<file path="src/rtl/pb_pkg.sv">
package pb_pkg;

    typedef enum logic [3:0] {
        PB_NOP            = 4'd0,
        PB_ARM            = 4'd1,
        PB_DISARM         = 4'd2,
        PB_ARRIVE         = 4'd3,
        PB_ARRIVE_LEAVE   = 4'd4,
        PB_TX_ADD         = 4'd5,
        PB_TX_SUB         = 4'd6,
        PB_ARRIVE_TX      = 4'd7,
        PB_ARRIVE_LEAVE_TX = 4'd8
    } pb_cmd_e;

    // Control word decoded from one command
    typedef struct packed {
        logic nop;
        logic arm;
        logic disarm;
        logic leave;     // lower expected count
        logic tx_add;
        logic tx_sub;
        logic arrive;
        logic unit;      // arrival / leave amount is exactly 1
        logic known;
    } pb_ctl_t;

endpackage

</file>
<file path="src/rtl/pb_decode.sv">
module pb_decode
    import pb_pkg::*;
(
    input  logic [3:0] op_i,
    output pb_ctl_t    ctl_o
);
    always_comb begin
        ctl_o       = '0;
        ctl_o.known = 1'b1;
        case (pb_cmd_e'(op_i))
            PB_NOP:             ctl_o.nop = 1'b1;
            PB_ARM:             ctl_o.arm = 1'b1;
            PB_DISARM:          ctl_o.disarm = 1'b1;
            PB_ARRIVE:          ctl_o.arrive = 1'b1;
            PB_ARRIVE_LEAVE: begin
                ctl_o.leave  = 1'b1;
                ctl_o.arrive = 1'b1;
            end
            PB_TX_ADD:          ctl_o.tx_add = 1'b1;
            PB_TX_SUB:          ctl_o.tx_sub = 1'b1;
            PB_ARRIVE_TX: begin
                ctl_o.tx_add = 1'b1;
                ctl_o.arrive = 1'b1;
                ctl_o.unit   = 1'b1;
            end
            PB_ARRIVE_LEAVE_TX: begin
                ctl_o.tx_add = 1'b1;
                ctl_o.leave  = 1'b1;
                ctl_o.arrive = 1'b1;
                ctl_o.unit   = 1'b1;
            end
            default:            ctl_o.known = 1'b0;
        endcase
    end
endmodule

</file>
<file path="src/rtl/pb_sat_sub.sv">
module pb_sat_sub #(
    parameter int W = 8
) (
    input  logic [W-1:0] a_i,
    input  logic [W-1:0] b_i,
    output logic [W-1:0] y_o,
    output logic         clamp_o
);
    always_comb begin
        clamp_o = (b_i > a_i);
        y_o     = clamp_o ? '0 : (a_i - b_i);
    end
endmodule

</file>
<file path="src/rtl/pb_phase_test.sv">
module pb_phase_test #(
    parameter int PH_W = 8
) (
    input  logic            armed_i,
    input  logic [PH_W-1:0] phase_i,
    input  logic            by_token_i,
    input  logic            parity_i,
    input  logic [PH_W-1:0] token_i,
    output logic            done_o
);
    logic closed;
    always_comb begin
        if (by_token_i)
            closed = (token_i != phase_i);
        else
            closed = (parity_i != phase_i[0]);
        done_o = armed_i & closed;
    end
endmodule

</file>
<file path="src/rtl/phase_barrier.sv">
module phase_barrier
    import pb_pkg::*;
#(
    parameter int ARR_W = 20,
    parameter int TX_W  = 32,
    parameter int PH_W  = 8
) (
    input  logic             clk,
    input  logic             rst,
    input  logic             cmd_valid_i,
    input  logic [3:0]       cmd_op_i,
    input  logic [TX_W-1:0]  cmd_count_i,
    input  logic             test_by_token_i,
    input  logic             test_parity_i,
    input  logic [PH_W-1:0]  test_token_i,
    output logic             test_done_o,
    output logic             valid_o,
    output logic [PH_W-1:0]  phase_o,
    output logic [ARR_W-1:0] pending_o,
    output logic [ARR_W-1:0] expected_o,
    output logic [TX_W-1:0]  tx_o,
    output logic [PH_W-1:0]  token_o,
    output logic             token_vld_o,
    output logic             phase_done_o,
    output logic             err_o,
    output logic             uflow_o
);
    localparam logic [ARR_W-1:0] ARR_ONE = ARR_W'(1);
    localparam int               HI_W    = TX_W - ARR_W;

    pb_ctl_t ctl;

    logic [ARR_W-1:0] amt;
    logic [ARR_W-1:0] leave_amt, arr_amt;
    logic [ARR_W-1:0] exp_d, pend_d;
    logic [TX_W:0]    tx_sum;
    logic [TX_W-1:0]  tx_mid, tx_sub_amt, tx_d;
    logic             c_exp, c_tx, c_pend;
    logic             arm_ok, disarm_ok, accept, illegal, closes;

    pb_decode u_dec (
        .op_i  (cmd_op_i),
        .ctl_o (ctl)
    );

    // Operand shaping, in the required order: expected, transactions, arrivals
    always_comb begin
        amt        = ctl.unit ? ARR_ONE : cmd_count_i[ARR_W-1:0];
        leave_amt  = ctl.leave  ? amt : '0;
        arr_amt    = ctl.arrive ? amt : '0;
        tx_sum     = {1'b0, tx_o} + {1'b0, (ctl.tx_add ? cmd_count_i : '0)};
        tx_mid     = tx_sum[TX_W] ? '1 : tx_sum[TX_W-1:0];
        tx_sub_amt = ctl.tx_sub ? cmd_count_i : '0;
    end

    pb_sat_sub #(.W(ARR_W)) u_exp_sub (
        .a_i(expected_o), .b_i(leave_amt), .y_o(exp_d), .clamp_o(c_exp)
    );
    pb_sat_sub #(.W(TX_W)) u_tx_sub (
        .a_i(tx_mid), .b_i(tx_sub_amt), .y_o(tx_d), .clamp_o(c_tx)
    );
    pb_sat_sub #(.W(ARR_W)) u_pend_sub (
        .a_i(pending_o), .b_i(arr_amt), .y_o(pend_d), .clamp_o(c_pend)
    );

    always_comb begin
        arm_ok    = cmd_valid_i && ctl.arm && !valid_o &&
                    (cmd_count_i[TX_W-1:ARR_W] == HI_W'(0)) &&
                    (cmd_count_i[ARR_W-1:0] != '0);
        disarm_ok = cmd_valid_i && ctl.disarm && valid_o;
        accept    = cmd_valid_i && valid_o && ctl.known && !ctl.nop &&
                    !ctl.arm && !ctl.disarm;
        illegal   = cmd_valid_i && !ctl.nop && !arm_ok && !disarm_ok && !accept;
        closes    = accept && (pend_d == '0) && (tx_d == '0);
    end

    always_ff @(posedge clk) begin
        if (rst) begin
            valid_o      <= 1'b0;
            phase_o      <= '0;
            pending_o    <= '0;
            expected_o   <= '0;
            tx_o         <= '0;
            token_o      <= '0;
            token_vld_o  <= 1'b0;
            phase_done_o <= 1'b0;
            err_o        <= 1'b0;
            uflow_o      <= 1'b0;
        end else begin
            err_o        <= illegal;
            uflow_o      <= accept && (c_exp || c_tx || c_pend);
            phase_done_o <= closes;
            token_vld_o  <= accept && ctl.arrive;
            if (accept && ctl.arrive)
                token_o <= phase_o;
            if (arm_ok) begin
                valid_o    <= 1'b1;
                phase_o    <= '0;
                tx_o       <= '0;
                expected_o <= cmd_count_i[ARR_W-1:0];
                pending_o  <= cmd_count_i[ARR_W-1:0];
            end else if (disarm_ok) begin
                valid_o <= 1'b0;
            end else if (accept) begin
                expected_o <= exp_d;
                tx_o       <= tx_d;
                if (closes) begin
                    phase_o   <= phase_o + PH_W'(1);
                    pending_o <= exp_d;
                end else begin
                    pending_o <= pend_d;
                end
            end
        end
    end

    pb_phase_test #(.PH_W(PH_W)) u_test (
        .armed_i   (valid_o),
        .phase_i   (phase_o),
        .by_token_i(test_by_token_i),
        .parity_i  (test_parity_i),
        .token_i   (test_token_i),
        .done_o    (test_done_o)
    );
endmodule

</file>
<file path="config.mk">
export PLATFORM = sky130hd
export DESIGN_NAME = phase_barrier
export DESIGN_NICKNAME = d
export VERILOG_FILES = /design/src/rtl/pb_pkg.sv /design/src/rtl/pb_decode.sv /design/src/rtl/pb_sat_sub.sv /design/src/rtl/pb_phase_test.sv /design/src/rtl/phase_barrier.sv
export SDC_FILE = /design/constraint.sdc
export NUM_CORES = 1
export LEC_CHECK = 0
export BUFFER_PORTS_ARGS = -buffer_cell sky130_fd_sc_hd__buf_2
export CORE_MARGIN = 2
export CORE_UTILIZATION = 41
export CTS_CLUSTER_DIAMETER = 40
export DETAILED_ROUTE_END_ITERATION = 6
export GPL_TIMING_DRIVEN = 0
export REMOVE_ABC_BUFFERS = 1
export SLEW_MARGIN = 25
export SYNTH_ARGS = -nofsm -noshare
export SYNTH_HDL_FRONTEND = slang
export SYNTH_SLANG_ARGS = --single-unit
</file>
<file path="constraint.sdc">
create_clock -name clk -period 9.24 [get_ports clk]
set_clock_uncertainty 0.05 [all_clocks]
set_input_delay 0.462 -clock clk [delete_from_list [all_inputs] [get_ports clk]]
set_output_delay 0.462 -clock clk [all_outputs]
set_load 0.01 [all_outputs]
</file>
==> metrics.txt, run 1 <==
status finished, final reports clean; yosys warns 0; die area 0.0267 sq mm; Setup crit start cmd_op_i[3]; number of cell rows 58; WHS Endpoint err_o; setup violators final 0; Tightest Pin Transition 0.916 ns; FMAX 114 MHz; top post-synthesis cells by count nand2_1, a21oi_1, nor2_1, ha_1, dfxtp_1; Hold Path Class primary input to register; clock slew at reported path FFs 0.08 ns; Leakage 5.30 nW; RSZ-0062 raised after global routing false; max-cap violations 0; crit end category register; wire per inst 18.6 um; vias in the first global route 10700; count leader, synth nand2_1; GRT overflow 0; Arrival @ worst endpoint 9.02 ns; overall power 1.26 mW; Die Span Y 163 um; Post-DP HPWL 26900 um; largest net degree at the start of global routing 60; global-route wire length before repair 57100 um; dpl cells 1893; fraction of the yosys area taken by sequential cells 0.179; Yosys top cell area share 0.179; Metal-1 WL 16300 um; routability cong. 0.923; Critical Path Start Type primary input; IO Pins 143; DIE WIDTH 163 um; Initial Utilization 0.416; Crit Path Class primary input to register; top sig layer met4; Reg2Reg Launch Point tx_o[0]; met2 wire len 16800 um; CP max-delay cell or4_1; hold wc startpoint cmd_valid_i; top cells by area, synth dfxtp_1, ha_1, nand2_1; Reg2Reg Setup Slack 1.13 ns; P&R area growth vs syn 13.9%; worst r2r path cells 28; worst-path fanout max 32; Post-layout nets 1737; asr flop ratio synth 0; CTS tree built; mapped cell area 0.0104 sq mm; core area 0.0250 sq mm; H-tree Lvls 3; Finished Layout Cells 1913; number of synthesized flops with an enable pin 0; final core utilization 0.473; Ant. Diodes 0; cell area power density 107 mW/mm^2; data required time of the critical path 9.47 ns; GRT Util Overall 0.266; Num CTS Buffers 9; clk_lat worst skew 0.36 ns; Synth Register Bits 93; Vias/cell 5.97; Pre-Repair DR Iteration Count 5; Tcrit/Tclk final 0.952; via count 11400; library cells used by synthesis 71; share of layout cells above drive strength 1 0.130; initial antenna violation count 0; max incr delay on CP 0.51 ns; Clock Tree Buf Depth 2; fin crit period 8.79 ns; Mean Syn Cell Area 7.03 sq um; total wire length 35500 um; TritonCTS Sinks 93; number of remaining DRC errors 0; Routed met3 length 1640 um; Fin. Hold Viols 0; RR Endpoint pending_o[2]; max-slew violation count 0; antenna viol nets, final 0; root buffer cell clkbuf_16; Slew headroom 0.389; Buffers on Ports 142; Setup TNS 0 ns; Syn Inst Count 1479; WHS Path Cells 3; Synth area leader dfxtp_1; IR drop worst, VDD 0.0820 mV; Initial DRC Count 805; leading register cell type out of synthesis dfxtp_1
per-stage QoR:
| stage | worst slack [ns] | area [sq um] | hold slack, ns |
|---|---|---|---|
| 2_1_floorplan | -0.559 | 10100 | 0.442 |
| 3_3_place_gp | -6.00 | 11300 | 0.409 |
| 3_5_place_dp | -1.41 | 11400 | 0.413 |
| 4_1_cts | 0.145 | 11800 | 0.355 |
| 5_1_grt | 0.0560 | 11900 | 0.403 |
| 6_report | 0.448 | 11900 | 0.355 |
worst max path at each step:
stage	end	slack [ns]	cells after the start
after floorplan	pending_o[2]	-0.56	29
after global placement	pending_o[4]	-6.00	29
after detailed placement	pending_o[2]	-1.41	33
after CTS	pending_o[4]	0.15	33
after global routing	pending_o[2]	0.06	33
final	pending_o[2]	0.45	33
where the power goes:
part,switching [mW],internal [mW]
Clock,0.204,0.218
Sequential,0.0000425,0.401
Combinational,0.285,0.157
worst max-delay path, delay by kind of cell:
kind                     cells  cell delay (ns)
adder cells (fa/ha/maj)      4             1.17
AO/OA/AOI/OAI               14             3.90
buffers and inverters        3             0.36
AND/OR/NAND/NOR             12             3.08
registers in the layout, summed over array words and instances (netlist names):
signal / count
phase_done_o: 1
err_o: 1
token_vld_o: 1
pending_o: 20
valid_o: 1
expected_o: 20
phase_o: 8
uflow_o: 1
token_o: 8
tx_o: 32
final cells by class:
class | instances | area (sq um)
Fill cell | 2608 | 13200
Clock buffer | 9 | 225
Inverter | 36 | 135
Tap cell | 330 | 413
Multi-Input combinational cell | 1284 | 8260
Sequential cell | 93 | 1860
Timing Repair Buffer | 154 | 865
Clock inverter | 7 | 91.3
per-layer routing:
layer	track usage	vias to the layer above
li1	-	5606
met1	0.368	5450
met2	0.444	320
met3	0.0178	41
met4	0.0780	0
met5	0	-
cells by family after synthesis:
kind of cell             count (synthesis)  share of synthesized area
AO/OA/AOI/OAI                          440                      0.277
XOR/XNOR                                85                     0.0716
adder cells (fa/ha/maj)                110                      0.135
buffers and inverters                  103                     0.0385
flip-flops                              93                      0.179
multiplexers                            16                     0.0154
AND/OR/NAND/NOR                        632                      0.283
placed cells by master (no fill, tap or decap), types with 5 or more instances in the layout:
cell       count
buf_2        144
nand2_1      257
a31oi_1       28
xnor2_1       48
a311oi_1       5
nor4_1        14
a211oi_1      21
nand3_1       47
a221oi_1       5
and4_1         6
clkbuf_16      9
o21ai_0       73
a211o_1        6
and2_1        49
a22oi_1       22
nor3_1        32
a21o_1        35
dfxtp_1       93
o31ai_1        7
o211ai_1       9
or2_2          5
o21a_1        18
nor2b_1       12
a31o_2         7
o21bai_1      11
and3_1        16
ha_1         106
a21oi_1      130
buf_4          5
nand4_1       21
or4_1          5
xor2_1        37
nor2_1       121
mux2i_1       16
or3_1         12
a2111oi_0      8
nand2b_1      12
a41oi_1        8
o311ai_0       5
inv_1         36
repair_timing:
item	4_1_cts	5_1_grt
cloned	1	0
hold buffers	0	0
buffers inserted	3	0
endpoints found under the setup margin	29	29
resized for setup	6	7
pin swaps	1	0
(Power assumes the default switching activity.)
==> inputs of run 2 (changes only) <==
Settings changed: PLACE_DENSITY set to 0.61.
==> metrics.txt, run 2 (synthesis gave the netlist of run 1 again) <==
status finished, final reports clean; hold wc startpoint cmd_valid_i; Routed met3 length 1680 um; vias in the first global route 10300; antenna viol nets, final 0; WHS Endpoint err_o; die area 0.0267 sq mm; commonest non-fill, non-tap cell in the layout nand2_1; Die Span Y 163 um; max incr delay on CP 0.50 ns; WHS Path Cells 3; P&R area growth vs syn 14.0%; Tightest Pin Transition 0.885 ns; CP max-delay cell or4_1; Hold-fix buffers, CTS 0; routability cong. 0.927; Arrival @ worst endpoint 8.86 ns; most frequent cells in the layout nand2_1, buf_2, a21oi_1, nor2_1, ha_1; Buffers on Ports 142; setup violators final 0; Tcrit/Tclk final 0.941; overall power 1.26 mW; number of remaining DRC errors 0; Setup TNS 0 ns; CTS tree built; via count 11300; top sig layer met4; Post-layout nets 1739; worst-path fanout max 32; Clock Tree Buf Depth 2; largest net degree at the start of global routing 60; FMAX 115 MHz; GRT Util Overall 0.256; worst r2r path cells 29; global-route wire length before repair 55000 um; TritonCTS Sinks 93; initial antenna violation count 0; Reg2Reg Launch Point tx_o[0]; total wire length 34800 um; Biggest register tx_o; number of cell rows 58; Initial Utilization 0.416; Reg2Reg Setup Slack 1.22 ns; Fin. Hold Viols 0; max-slew violation count 0; Largest regs tx_o: 32 flops, expected_o: 20 flops, pending_o: 20 flops; root buffer cell clkbuf_16; RR Endpoint pending_o[8]; CP most frequent cell a211oi_2; Post-DP HPWL 26600 um; clk_lat worst skew 0.37 ns; Pre-Repair DR Iteration Count 5; core area 0.0250 sq mm; cell area power density 106 mW/mm^2; H-tree Lvls 3; clock slew at reported path FFs 0.08 ns; Num CTS Buffers 9; met2 wire len 16000 um; Hold Path Class primary input to register; data required time of the critical path 9.41 ns; Critical Path Start Type primary input; fin crit period 8.69 ns; Buf/Inv on CP 4; DIE WIDTH 163 um; Leakage 5.31 nW; max FFs per register 32; GRT overflow 0; max-cap violations 0; Vias/cell 5.89; IO Pins 143; IR drop worst, VDD 0.0775 mV; share of layout cells above drive strength 1 0.131; Crit Path Class primary input to register; Slew headroom 0.410; CP delay by family, top compound AO/OA/AOI/OAI gates; # fillers 2581; Ant. Diodes 0; wire per inst 18.2 um; Metal-1 WL 16100 um; Sequential Area 0.00186 sq mm; RSZ-0062 raised after global routing false; Initial DRC Count 887; crit end category register; area of the multi-input gates 0.00828 sq mm
## run 2: area by class of cell
cell class,instances,area share
clock buffers,9,0.0190
clock inverters,7,0.00781
inverters,36,0.0114
multi-input cells,1285,0.698
flip-flops and latches,93,0.157
well taps,330,0.0348
repair buffers,155,0.0718
## run 2: through the flow
step | util | cell area [sq um] | instances | worst slack, ns | hold WS (ns)
floorplan | - | 10100 | 1412 | -0.559 | 0.442
global placement | 0.450 | 11300 | 1884 | -5.92 | 0.412
detailed placement | 0.456 | 11400 | 1893 | -1.33 | 0.417
CTS | 0.471 | 11800 | 1912 | 0.0343 | 0.348
global route | 0.474 | 11900 | 1915 | 0.0144 | 0.371
finish | 0.474 | 11900 | 1915 | 0.545 | 0.349
## run 2: worst max path at each step
stage                startpoint  cells after the start  slack [ns]      endpoint
global placement    cmd_op_i[2]                     29       -5.92  pending_o[4]
detailed placement  cmd_op_i[3]                     33       -1.33  pending_o[2]
floorplan           cmd_op_i[2]                     29       -0.56  pending_o[2]
global route        cmd_op_i[3]                     34        0.01    phase_o[6]
CTS                 cmd_op_i[2]                     30        0.03  pending_o[6]
finish              cmd_op_i[3]                     34        0.55  pending_o[8]
## run 2: per-layer routing
metal / global-route usage / vias to the layer above
met3: 0.0190 / 48
met1: 0.355 / 5284
met2: 0.418 / 319
met5: 0 / -
met4: 0.0909 / 0
li1: - / 5621
## run 2: what timing repair did
action,in CTS,in global routing
setup buffers,2,2
gates cloned,1,1
resized for setup,3,10
setup endpoints to repair,29,29
pin swaps,1,2
## run 2: report_power, final
| group | switching (mW) | internal [mW] | leakage, nW |
|---|---|---|---|
| registers | 0.0000441 | 0.401 | 0.749 |
| clock network | 0.203 | 0.217 | 0.155 |
| logic | 0.284 | 0.157 | 4.41 |
| total | 0.487 | 0.775 | 5.31 |
## run 2: tightest hold or removal path: stages
cell and delay (ns):
buf_2 0.14, o21ai_0 0.08, a211oi_1 0.05
==> inputs of run 3 (changes only) <==
Settings changed: SYNTH_HIERARCHICAL set to 1.
==> metrics.txt, run 3 <==
Synth Register Bits 93; top cells by area, synth dfxtp_1, ha_1, a21oi_1; Num CTS Buffers 9; H-tree Lvls 3; Hold Path Class primary input to register; P&R area growth vs syn 11.8%; CTS tree built; setup violators final 0; commonest non-fill, non-tap cell in the layout nand2_1; top post-synthesis cells by count nand2_1, a21oi_1, nor2_1, and2_1, ha_1; leading register cell type out of synthesis dfxtp_1; fraction of the yosys area taken by sequential cells 0.164; DIE WIDTH 171 um; Setup crit start cmd_op_i[0]; cell area power density 105 mW/mm^2; Worst Setup EP phase_o[7]; Clock Tree Buf Depth 2; vias in the first global route 11100; TritonCTS Sinks 93; Pre-Repair DR Iteration Count 5; Critical Path Start Type primary input; initial antenna violation count 0; data required time of the critical path 9.40 ns; core area 0.0271 sq mm; final core utilization 0.469; Ant. Diodes 0; die area 0.0291 sq mm; Synth area leader dfxtp_1; # fillers 2817; crit end category register; worst r2r path cells 28; Setup TNS 0 ns; Vias/cell 5.83; RR Endpoint phase_o[7]; mapped cell area 0.0114 sq mm; max FFs per register 32; largest net degree at the start of global routing 60; most frequent cells in the layout nand2_1, a21oi_1, buf_2, nor2_1, and2_1; share of layout cells above drive strength 1 0.153; Finished Layout Cells 2063; Initial DRC Count 933; total wire length 37600 um; Reg2Reg Launch Point tx_o[0]; FMAX 117 MHz; antenna viol nets, final 0; Biggest register tx_o; Tightest Pin Transition 1.01 ns; clock slew at reported path FFs 0.07 ns; Post-layout nets 1846; IO Pins 143; Arrival @ worst endpoint 8.71 ns; GRT Util Overall 0.253; Post-DP HPWL 29200 um; global-route wire length before repair 59100 um; Largest regs tx_o: 32 flops, expected_o: 20 flops, pending_o: 20 flops; fin crit period 8.55 ns; Buffers on Ports 142; wire per inst 18.2 um; Mean Syn Cell Area 7.08 sq um; Fin. Hold Viols 0; Initial Utilization 0.419; max-slew violation count 0; status finished, final reports clean; dpl cells 2048; max incr delay on CP 0.70 ns; worst-path fanout max 31; root buffer cell clkbuf_16; Die Span Y 171 um; yosys warns 6; IR drop worst, VDD 0.113 mV; Leakage 5.81 nW; count leader, synth nand2_1; routability cong. 0.947; Slew headroom 0.323; via count 12000; CP max-delay cell nor4_1; asr flop ratio synth 0; RSZ-0062 raised after global routing false; Tcrit/Tclk final 0.925; CP most frequent cell a21oi_1; number of synthesized flops with an enable pin 0; number of remaining DRC errors 0; hold wc startpoint cmd_valid_i; Reg2Reg Setup Slack 1.36 ns; GRT overflow 0; Yosys top cell area share 0.164; Crit Path Class primary input to register; Syn Inst Count 1606; library cells used by synthesis 90; clk_lat worst skew 0.36 ns; number of cell rows 60; max-cap violations 0
run 3: worst min path at each step:
stage	endpoint	slack, ns	depth (start not counted)
6_report	valid_o	0.39	4
5_1_grt	valid_o	0.42	4
4_1_cts	valid_o	0.38	4
3_5_place_dp	token_o[7]	0.39	2
3_3_place_gp	token_o[7]	0.39	2
2_1_floorplan	token_o[0]	0.42	2
run 3: worst max-delay path: cells and delay by family:
family	cells	cell delay [ns]
simple gates	11	3.12
compound gates	13	3.23
xor+xnor	1	0.15
buf+inv	5	1.02
fa+ha+maj	2	0.66
run 3: final cells by class:
| cell class | instances | area [sq um] | area share |
|---|---|---|---|
| multi-input combinational | 1335 | 8800 | 0.692 |
| sequential | 93 | 1860 | 0.147 |
| timing repair buffer | 151 | 896 | 0.0705 |
| tap | 372 | 465 | 0.0366 |
| inverter | 97 | 364 | 0.0287 |
| clock buffer | 9 | 225 | 0.0177 |
| clock inverter | 6 | 93.8 | 0.00739 |
run 3: cell families after synthesis:
kind of cell | after synthesis | share of synthesized area
XOR/XNOR | 88 | 0.0678
AO/OA/AOI/OAI | 442 | 0.261
multiplexers | 13 | 0.0120
flip-flops | 93 | 0.164
buffers and inverters | 178 | 0.0684
AND/OR/NAND/NOR | 682 | 0.303
adder cells (fa/ha/maj) | 110 | 0.124
run 3: where the power goes:
| group | internal, mW | total, mW | leakage, nW | switching, mW |
|---|---|---|---|---|
| clock | 0.239 | 0.422 | 0.153 | 0.184 |
| combinational | 0.197 | 0.508 | 4.91 | 0.312 |
| sequential | 0.401 | 0.401 | 0.749 | 0.000164 |
| total | 0.836 | 1.33 | 5.81 | 0.495 |
run 3: stage by stage:
step           total power [mW]  setup WS (ns)  instance area, sq um  hold slack, ns
2_1_floorplan             0.759          0.283                 11000           0.424
3_3_place_gp              0.889          -4.19                 12100           0.391
3_5_place_dp              0.909          0.263                 12400           0.395
4_1_cts                    1.34          0.637                 12700           0.381
5_1_grt                    1.40          0.161                 12700           0.416
6_report                   1.33          0.691                 12700           0.385
run 3: per-layer routing:
layer,vias up,wire length (um),global-route usage,part of all wire
li1,5859,-,-,-
met1,5738,16300,0.322,0.43
met2,359,18500,0.453,0.49
met3,66,1680,0.0222,0.045
met4,0,1090,0.0769,0.029
met5,-,0,0,0
run 3: repair_timing:
action | 4_1_cts | 5_1_grt
buffers inserted | 0 | 0
endpoints found under the setup margin | 0 | 2
gates resized for setup | 0 | 1
hold buffers | 0 | 0
